[src/rtl/irq_pend_pkg.sv]
package irq_pend_pkg;

    localparam int unsigned FIRST_SHARED_ID = 32;
    localparam int unsigned ADDR_W          = 12;

    localparam logic [ADDR_W-1:0] SET_EN_BASE = 12'h100;
    localparam logic [ADDR_W-1:0] CLR_EN_BASE = 12'h180;
    localparam logic [ADDR_W-1:0] SET_PD_BASE = 12'h200;
    localparam logic [ADDR_W-1:0] CLR_PD_BASE = 12'h280;
    localparam logic [ADDR_W-1:0] MODE_BASE   = 12'hC00;

    // Per-interrupt write strobes produced by the register port
    typedef struct packed {
        logic set_en;
        logic clr_en;
        logic set_pd;
        logic clr_pd;
        logic mode_wr;
        logic mode_edge;
    } irq_wr_t;

    // Byte holding one bit per interrupt
    function automatic logic [ADDR_W-1:0] bit_reg_addr(logic [ADDR_W-1:0] base, int unsigned id);
        return base + ADDR_W'(id >> 3);
    endfunction

    // Byte holding a 2-bit field per interrupt
    function automatic logic [ADDR_W-1:0] mode_reg_addr(int unsigned id);
        return MODE_BASE + ADDR_W'(id >> 2);
    endfunction

    function automatic int unsigned bit_pos(int unsigned id);
        return id & 7;
    endfunction

    function automatic int unsigned edge_pos(int unsigned id);
        return 2 * (id & 3) + 1;
    endfunction

endpackage

[src/rtl/irq_sync.sv]
module irq_sync #(
    parameter int unsigned WIDTH  = 32,
    parameter int unsigned STAGES = 2
) (
    input  logic             clk,
    input  logic             rst,
    input  logic [WIDTH-1:0] d_i,
    output logic [WIDTH-1:0] q_o
);
    logic [STAGES-1:0][WIDTH-1:0] stage_q;

    always_ff @(posedge clk) begin
        if (rst) begin
            stage_q <= '0;
        end else begin
            stage_q[0] <= d_i;
            for (int s = 1; s < int'(STAGES); s++) begin
                stage_q[s] <= stage_q[s-1];
            end
        end
    end

    assign q_o = stage_q[STAGES-1];
endmodule

[src/rtl/irq_reg_port.sv]
module irq_reg_port
    import irq_pend_pkg::*;
#(
    parameter int unsigned NUM_IRQ = 32
) (
    input  logic              wr_en_i,
    input  logic [ADDR_W-1:0] wr_addr_i,
    input  logic [7:0]        wr_data_i,
    input  logic [ADDR_W-1:0] rd_addr_i,
    output logic [7:0]        rd_data_o,
    input  logic [NUM_IRQ-1:0] en_i,
    input  logic [NUM_IRQ-1:0] pend_i,
    input  logic [NUM_IRQ-1:0] edge_i,
    output irq_wr_t [NUM_IRQ-1:0] wr_o
);
    for (genvar i = 0; i < int'(NUM_IRQ); i++) begin : g_wr
        localparam int unsigned ID = FIRST_SHARED_ID + i;
        localparam int unsigned BP = bit_pos(ID);
        localparam int unsigned EP = edge_pos(ID);
        always_comb begin
            wr_o[i].set_en    = wr_en_i && (wr_addr_i == bit_reg_addr(SET_EN_BASE, ID)) && wr_data_i[BP];
            wr_o[i].clr_en    = wr_en_i && (wr_addr_i == bit_reg_addr(CLR_EN_BASE, ID)) && wr_data_i[BP];
            wr_o[i].set_pd    = wr_en_i && (wr_addr_i == bit_reg_addr(SET_PD_BASE, ID)) && wr_data_i[BP];
            wr_o[i].clr_pd    = wr_en_i && (wr_addr_i == bit_reg_addr(CLR_PD_BASE, ID)) && wr_data_i[BP];
            wr_o[i].mode_wr   = wr_en_i && (wr_addr_i == mode_reg_addr(ID));
            wr_o[i].mode_edge = wr_data_i[EP];
        end
    end

    always_comb begin
        rd_data_o = '0;
        for (int i = 0; i < int'(NUM_IRQ); i++) begin
            if (rd_addr_i == bit_reg_addr(SET_EN_BASE, FIRST_SHARED_ID + i) ||
                rd_addr_i == bit_reg_addr(CLR_EN_BASE, FIRST_SHARED_ID + i))
                rd_data_o[3'(bit_pos(FIRST_SHARED_ID + i))] = en_i[i];
            if (rd_addr_i == bit_reg_addr(SET_PD_BASE, FIRST_SHARED_ID + i) ||
                rd_addr_i == bit_reg_addr(CLR_PD_BASE, FIRST_SHARED_ID + i))
                rd_data_o[3'(bit_pos(FIRST_SHARED_ID + i))] = pend_i[i];
            if (rd_addr_i == mode_reg_addr(FIRST_SHARED_ID + i))
                rd_data_o[3'(edge_pos(FIRST_SHARED_ID + i))] = edge_i[i];
        end
    end
endmodule

[src/rtl/irq_pend_cell.sv]
module irq_pend_cell
    import irq_pend_pkg::*;
(
    input  logic    clk,
    input  logic    rst,
    input  logic    line_i,
    input  irq_wr_t wr_i,
    input  logic    ack_i,
    input  logic    eoi_i,
    output logic    pend_o,
    output logic    en_o,
    output logic    edge_o
);
    logic rec_q, latch_q, en_q, edge_q;
    logic rise, set_req, clr_req;

    assign rise    = line_i && !rec_q;
    assign set_req = (edge_q && rise)
                   || wr_i.set_pd
                   || (wr_i.set_en && !edge_q && rec_q)
                   || (eoi_i && en_q && !edge_q && rec_q);
    assign clr_req = wr_i.clr_pd || ack_i;

    always_ff @(posedge clk) begin
        if (rst) begin
            rec_q   <= 1'b0;
            latch_q <= 1'b0;
            en_q    <= 1'b0;
            edge_q  <= 1'b0;
        end else begin
            if (line_i != rec_q) rec_q <= line_i;
            latch_q <= (latch_q && !clr_req) || set_req;
            en_q    <= (en_q && !wr_i.clr_en) || wr_i.set_en;
            if (wr_i.mode_wr) edge_q <= wr_i.mode_edge;
        end
    end

    assign pend_o = latch_q || (!edge_q && rec_q);
    assign en_o   = en_q;
    assign edge_o = edge_q;

    assert_edge_rise_R3: assert property (@(posedge clk) disable iff (rst)
        (edge_q && line_i && !rec_q) |=> pend_o);
    assert_set_wins_R11: assert property (@(posedge clk) disable iff (rst)
        wr_i.set_pd |=> pend_o);
    assert_ack_clears_R5: assert property (@(posedge clk) disable iff (rst)
        (ack_i && !line_i && !wr_i.set_pd && !wr_i.set_en && !wr_i.mode_wr && !eoi_i) |=> !pend_o);
    assert_set_enable_R6: assert property (@(posedge clk) disable iff (rst)
        wr_i.set_en |=> en_o);
    assert_clr_enable_R6: assert property (@(posedge clk) disable iff (rst)
        (wr_i.clr_en && !wr_i.set_en) |=> !en_o);
    assert_enable_latch_R7: assert property (@(posedge clk) disable iff (rst)
        (wr_i.set_en && !edge_q && rec_q) |=> pend_o);
    assert_eoi_relatch_R10: assert property (@(posedge clk) disable iff (rst)
        (eoi_i && en_q && !edge_q && rec_q) |=> pend_o);
endmodule

[src/rtl/irq_pend_ctrl.sv]
module irq_pend_ctrl
    import irq_pend_pkg::*;
#(
    parameter int unsigned NUM_IRQ     = 32,
    parameter int unsigned SYNC_STAGES = 2,
    localparam int unsigned IDXW       = (NUM_IRQ > 1) ? $clog2(NUM_IRQ) : 1
) (
    input  logic               clk,
    input  logic               rst,
    input  logic [NUM_IRQ-1:0] irq_line_i,
    input  logic               wr_en_i,
    input  logic [11:0]        wr_addr_i,
    input  logic [7:0]         wr_data_i,
    input  logic [11:0]        rd_addr_i,
    output logic [7:0]         rd_data_o,
    input  logic               ack_valid_i,
    input  logic [IDXW-1:0]    ack_idx_i,
    input  logic               eoi_valid_i,
    input  logic [IDXW-1:0]    eoi_idx_i,
    output logic [NUM_IRQ-1:0] pend_o,
    output logic [NUM_IRQ-1:0] request_o
);
    logic [NUM_IRQ-1:0] line_sync, en_vec, edge_vec;
    irq_wr_t [NUM_IRQ-1:0] wr_vec;

    irq_sync #(.WIDTH(NUM_IRQ), .STAGES(SYNC_STAGES)) u_sync (
        .clk (clk),
        .rst (rst),
        .d_i (irq_line_i),
        .q_o (line_sync)
    );

    irq_reg_port #(.NUM_IRQ(NUM_IRQ)) u_regs (
        .wr_en_i   (wr_en_i),
        .wr_addr_i (wr_addr_i),
        .wr_data_i (wr_data_i),
        .rd_addr_i (rd_addr_i),
        .rd_data_o (rd_data_o),
        .en_i      (en_vec),
        .pend_i    (pend_o),
        .edge_i    (edge_vec),
        .wr_o      (wr_vec)
    );

    for (genvar i = 0; i < int'(NUM_IRQ); i++) begin : g_cell
        irq_pend_cell u_cell (
            .clk    (clk),
            .rst    (rst),
            .line_i (line_sync[i]),
            .wr_i   (wr_vec[i]),
            .ack_i  (ack_valid_i && (ack_idx_i == IDXW'(i))),
            .eoi_i  (eoi_valid_i && (eoi_idx_i == IDXW'(i))),
            .pend_o (pend_o[i]),
            .en_o   (en_vec[i]),
            .edge_o (edge_vec[i])
        );
    end

    assign request_o = pend_o & en_vec;
endmodule

[config.mk]
export PLATFORM = sky130hd
export DESIGN_NAME = irq_pend_ctrl
export DESIGN_NICKNAME = d
export VERILOG_FILES = /design/src/rtl/irq_pend_pkg.sv /design/src/rtl/irq_sync.sv /design/src/rtl/irq_reg_port.sv /design/src/rtl/irq_pend_cell.sv /design/src/rtl/irq_pend_ctrl.sv
export SDC_FILE = /design/constraint.sdc
export NUM_CORES = 1
export LEC_CHECK = 0
export BUFFER_PORTS_ARGS = -buffer_cell sky130_fd_sc_hd__buf_2
export CAP_MARGIN = 15
export CELL_PAD_IN_SITES_DETAIL_PLACEMENT = 1
export CELL_PAD_IN_SITES_GLOBAL_PLACEMENT = 2
export CORE_MARGIN = 2
export CORE_UTILIZATION = 35
export DETAILED_ROUTE_END_ITERATION = 7
export PLACE_DENSITY = 0.86
export RECOVER_POWER = 25
export SLEW_MARGIN = 20
export SYNTH_ARGS = -nofsm -noshare
export SYNTH_HDL_FRONTEND = slang
export SYNTH_HIERARCHICAL = 1
export SYNTH_SLANG_ARGS = --single-unit
export TNS_END_PERCENT = 1
[constraint.sdc]
create_clock -name clk -period 2.19 [get_ports clk]
set_input_delay 0 -clock clk [delete_from_list [all_inputs] [get_ports clk]]
set_output_delay 0 -clock clk [all_outputs]
set_load 0.05 [all_outputs]
==> impl_metrics.toml, run 1 <==
[yosys]
synth.distinct_cells = 62
async_flop_share = 0
yosysTopAreaCellShare = 0.345
syn_inst = 1350
avgSynthCellArea_um2 = 8.25
yosysTopAreaCell = "dfxtp_1"
synth_flop_cell = "dfxtp_1"
synth-edff-count = 0
seq_area_frac_synth = 0.345
synth_most_common_cell = "nor2_1"
synth_area_leaders = "dfxtp_1 35%, and2_1 9.0%, nor2_1 8.0%"
syn_area_um2 = 11100
synth-seq-cells = 192
syn_nets = 1461
ys_warn_count = 6
synth_common_cells = "236 x nor2_1, 192 x dfxtp_1, 160 x and2_1, 121 x a21oi_1, 89 x buf_4"

[pwr]
ir_drop_mv = 0.517
powerDensity_nw_per_um2 = 569
power.leakage_nw = 5.44

[routing]
finalWirelength_um = 41500
drtIter0Drc = 745
viasPerCell = 5.35
routedWlPerCell_um = 21.5
antenna_left = 0
drt_drc_violations_left = 0
vias = 10300
dr.pass1.iters = 5

[job]
maxCapViolations = 0

[grt]
antenna_found_initial = 2
grt_pass1_wl_um = 62300
grt_usage = 0.249
grt_max_degree = 47
grt_overflow_total = 0
grt_pass1_vias = 10500

[clock_network]
numCtsBuffers = 17
htreeDepth = 4
clkTransAtPathRegs_ns = 0.09
clock_path_buffers = 2
cts_tree = "built"
clock-root-buffer = "clkbuf_16"
post-cts-setup-buffers = 0
cts.sinks = 192
clock_latency_ns = 0.46

[worst_setup_path]
end_kind = "primary output"
crit_required_ns = 2.19
arrival_ns = 2.14
critPathKind = "flop to primary output"
path_max_fanout = 2
start_kind = "flop"

[layout]
fin_cells = 1933
design_area_um2 = 13300
nets = 1628
drive_gt1_frac = 0.264
syn_to_final_growth_pct = 19.8

[floorplan]
die_h_um = 182
pin_count = 151
core_um2 = 31500
row_count = 65
dieArea_um2 = 33300
die_x_um = 182
start_util = 0.354

[timing]
slew_headroom = 0.206
fmax_mhz = 467
rsz0062_at_grt = "true"
drv_slew = 0
final.period_utilization = 0.979
fin_skew_ns = 0.0148
setup_violations = 0
min_period_ns = 2.14
hold_viol_final = 0
tightestPinTransition_ns = 1.19

[placed_design]
dpl-instance-area_um2 = 12200
hpwlAfterDp_um = 31100
placed_cells = 1861
finalWeightedCongestion = 0.882
io_buffers = 150

[run_status]
status = "finished clean"

[min_path]
hold_path_class = "primary input to flop"
timing repair:
action | CTS | global route
pin swaps | 0 | 5
setup endpoints to repair | 8 | 8
resized for setup | 22 | 26
hold buffers | 39 | 0
endpoints found under the hold margin | 66 | 0
per-layer routing:
metal / GRT usage / routed length [µm] / share of wire / up-vias
met5: 0 / 12 / 0.00029 / -
met2: 0.406 / 19300 / 0.47 / 288
met1: 0.325 / 18800 / 0.45 / 5114
met4: 0.0994 / 1400 / 0.034 / 2
met3: 0.0449 / 1990 / 0.048 / 72
li1: - / - / - / 4866
layout make-up:
cell class              count  area (µm²)
diodes                      1        2.50
clock buffers              17         425
clock inverters            15         186
fillers                  3754       18100
inverters                  69         259
multi-input cells         965        6320
flip-flops and latches    192        3850
well taps                 402         503
repair buffers            272        1790
stage by stage:
| stage | hold WS [ns] | TNS, ns | utilization | setup slack (ns) | power (mW) |
|---|---|---|---|---|---|
| floorplan | 0.0691 | -0.899 | - | -0.235 | 4.05 |
| global placement | 0.207 | -0.0886 | 0.388 | -0.0886 | 4.30 |
| detailed placement | 0.213 | -0.0619 | 0.388 | -0.0619 | 4.31 |
| CTS | 0.101 | -0.0528 | 0.422 | -0.0294 | 7.65 |
| global route | 0.135 | -0.0383 | 0.424 | -0.0134 | 7.84 |
| finish | 0.117 | 0 | 0.424 | 0.0469 | 7.59 |
where the power goes:
group | switching [mW] | internal, mW
Sequential | 0.0265 | 3.55
Clock | 1.65 | 1.66
Combinational | 0.433 | 0.272
cells by family after synthesis:
| kind of cell | Yosys count | synth area share |
|---|---|---|
| flip-flops | 192 | 0.345 |
| multiplexers | 74 | 0.0667 |
| adder cells (fa/ha/maj) | 32 | 0.0359 |
| AND/OR/NAND/NOR | 610 | 0.309 |
| buffers and inverters | 193 | 0.101 |
| AO/OA/AOI/OAI | 249 | 0.143 |
state kept, by name (all words and copies together), names as in the netlist:
register,flops
g_cell.u_cell/en_o,32
g_cell.u_cell/edge_o,32
u_sync/stage_q,32
u_sync/q_o,32
g_cell.u_cell/latch_q,32
g_cell.u_cell/rec_q,32
cells in the final DEF, fill, tap and decap left out, types with 17 or more instances in the layout:
cell type,instances
dlygate4sd3_1,39
buf_2,142
o21bai_1,20
nand2_1,24
inv_1,37
clkbuf_16,17
or3_1,36
a221oi_1,32
mux2i_1,69
and2_1,160
nor2b_2,57
a21oi_1,120
nor2_1,235
ha_1,32
dfxtp_1,183
inv_2,32
buf_4,84
final timing paths:
| path | depth (start not counted) | from | end | slack, ns |
|---|---|---|---|---|
| worst max-delay path | 6 | g_cell[11].u_cell/latch_q$_SDFF_PP0_ | rd_data_o[3] | 0.05 |
| worst min-delay path | 3 | wr_data_i[7] | g_cell[11].u_cell/edge_o$_SDFFE_PP0P_ | 0.12 |
| worst max register to register | 4 | g_cell[18].u_cell/rec_q$_SDFFE_PP0P_ | g_cell[18].u_cell/latch_q$_SDFF_PP0_ | 0.98 |
| worst min register to register | 1 | u_sync/stage_q[30]$_SDFF_PP0_ | u_sync/q_o[30]$_SDFF_PP0_ | 0.44 |
worst max-delay path, stage by stage (launching register included):
cell and delay, ns:
dfxtp_1 0.32, o21bai_2 0.21, buf_4 0.16, o311ai_2 0.39
a31oi_1 0.13, o221a_2 0.27, buf_4 0.19
(Power assumes the default switching activity.)
==> run 2: changes to the inputs <==
--- a/config.mk
+++ b/config.mk
@@ -12,8 +12,10 @@
 export CORE_MARGIN = 2
 export CORE_UTILIZATION = 35
 export DETAILED_ROUTE_END_ITERATION = 7
+export GPL_ROUTABILITY_DRIVEN = 0
 export PLACE_DENSITY = 0.86
 export RECOVER_POWER = 25
+export SETUP_SLACK_MARGIN = 0.2
 export SLEW_MARGIN = 20
 export SYNTH_ARGS = -nofsm -noshare
 export SYNTH_HDL_FRONTEND = slang
==> impl_metrics.toml, run 2 (synthesis results as in run 1) <==
[clock_network]
cts_tree = "built"
clock_latency_ns = 0.46
numCtsBuffers = 17
clkTransAtPathRegs_ns = 0.08
clock_path_buffers = 2
clock-root-buffer = "clkbuf_16"
cts.sinks = 192
htreeDepth = 4

[layout]
drive_gt1_frac = 0.260
layout_common_cells = "234 x nor2_1, 183 x dfxtp_1, 160 x and2_1, 142 x buf_2, 120 x a21oi_1"
syn_to_final_growth_pct = 18.4
fillers = 3831
final_common_cell = "nor2_1"
nets = 1614

[floorplan]
dieArea_um2 = 33300
core_um2 = 31500
row_count = 65
start_util = 0.354
pin_count = 151
die_x_um = 182
die_h_um = 182

[grt]
antenna_found_initial = 3
grt_max_degree = 66
grt_pass1_vias = 10500
grt_overflow_total = 0
grt_pass1_wl_um = 61800
grt_usage = 0.245

[routing]
drt_drc_violations_left = 0
routedWlPerCell_um = 21.2
finalWirelength_um = 40600
viasPerCell = 5.40
antenna_left = 0
drtIter0Drc = 715
dr.pass1.iters = 5
vias = 10400

[pwr]
ir_drop_mv = 0.517
power.total_mw = 7.51
powerDensity_nw_per_um2 = 569
power.leakage_nw = 5.38

[min_path]
whs_path_depth = 3
holdPathEnd = "g_cell[7].u_cell/edge_o$_SDFFE_PP0P_"
hold_path_class = "primary input to flop"
hp-start = "wr_data_i[7]"

[worst_setup_path]
r2r-end = "g_cell[17].u_cell/latch_q$_SDFF_PP0_"
path_max_fanout = 6
reg2reg_depth = 3
arrival_ns = 2.15
end_kind = "primary output"
start_kind = "flop"
r2r_start = "g_cell[17].u_cell/en_o$_SDFF_PP0_"
r2r_slack_ns = 1.01
critPathKind = "flop to primary output"
crit_required_ns = 2.19

[placed_design]
io_buffers = 150
hpwlAfterDp_um = 30900

[timing]
drv_slew = 66
fin_skew_ns = 0.0131
fmax_mhz = 465
hold_viol_final = 0
rsz0062_at_grt = "true"
setup_violations = 0
tns_ns = 0
slew_headroom = -0.0490
min_period_ns = 2.15
tightestPinTransition_ns = 1.57
final.period_utilization = 0.981

[run_status]
status = "finished with violations"
violations = "capacitance limit, slew limit"

[job]
maxCapViolations = 1
[run 2: cell types whose count changed in the layout (fill, tap and decap cells not counted), moves of 3 or more]
cell           delta
buf_4            -10
dlygate4sd3_1     -7
inv_6             +6
inv_8             -6
clkbuf_2          +4
clkbuf_4          -3
o21bai_1          -3
o21bai_2          +3
[run 2: critical path, cell delays in order (launching register included)]
cell and delay, ns:
dfxtp_1 0.54, o21bai_1 0.23, or3_1 0.45, a21oi_1 0.17
o21ai_1 0.09, buf_2 0.22
[run 2: cell type report]
type,instances,area (µm²),area share
tap,402,503,0.0381
inverter,69,259,0.0196
timing repair buffer,258,1660,0.126
sequential,192,3860,0.293
multi-input combinational,965,6320,0.479
clock buffer,17,425,0.0323
antenna,1,2.50,0.000190
clock inverter,14,165,0.0125
[run 2: repair_timing]
action | in CTS | in global routing
buffers inserted | 0 | 1
pin swaps | 2 | 6
resized for setup | 23 | 18
hold endpoints to repair | 32 | 0
hold buffers | 32 | 0
setup endpoints to repair | 8 | 8
[run 2: worst max path at each step]
stage / from / cells past startpoint / endpoint
after floorplan: g_cell[12].u_cell/rec_q$_SDFFE_PP0P_ / 8 / rd_data_o[4]
after global placement: rd_addr_i[5] / 8 / rd_data_o[7]
after detailed placement: rd_addr_i[5] / 8 / rd_data_o[7]
after CTS: g_cell[15].u_cell/latch_q$_SDFF_PP0_ / 7 / rd_data_o[7]
after global routing: g_cell[12].u_cell/rec_q$_SDFFE_PP0P_ / 9 / rd_data_o[4]
final: g_cell[18].u_cell/edge_o$_SDFFE_PP0P_ / 5 / rd_data_o[2]
[run 2: per-stage QoR]
stage / setup slack [ns] / hold WS, ns / util / instances / area, µm²
finish: 0.0417 / 0.122 / 0.419 / 1918 / 13200
global route: 0.0118 / 0.138 / 0.419 / 1918 / 13200
CTS: 0.0401 / 0.0209 / 0.420 / 1916 / 13200
detailed placement: -0.000215 / 0.213 / 0.388 / 1853 / 12200
global placement: 0.0106 / 0.209 / 0.388 / 1853 / 12200
floorplan: 0.0212 / 0.0691 / - / 1350 / 11200
[run 2: per-layer routing]
metal | part of all wire | up-vias | global-route usage | wire, µm
met2 | 0.46 | 351 | 0.401 | 18600
li1 | - | 4844 | - | -
met5 | 0.00017 | - | 0 | 7
met3 | 0.056 | 75 | 0.0355 | 2270
met4 | 0.031 | 2 | 0.0919 | 1280
met1 | 0.45 | 5083 | 0.327 | 18400
[run 2: power by group]
| part | internal, mW | leakage (nW) | switching, mW | total (mW) |
|---|---|---|---|---|
| logic | 0.253 | 3.53 | 0.426 | 0.679 |
| clock network | 1.72 | 0.290 | 1.53 | 3.25 |
| registers | 3.55 | 1.57 | 0.0276 | 3.58 |
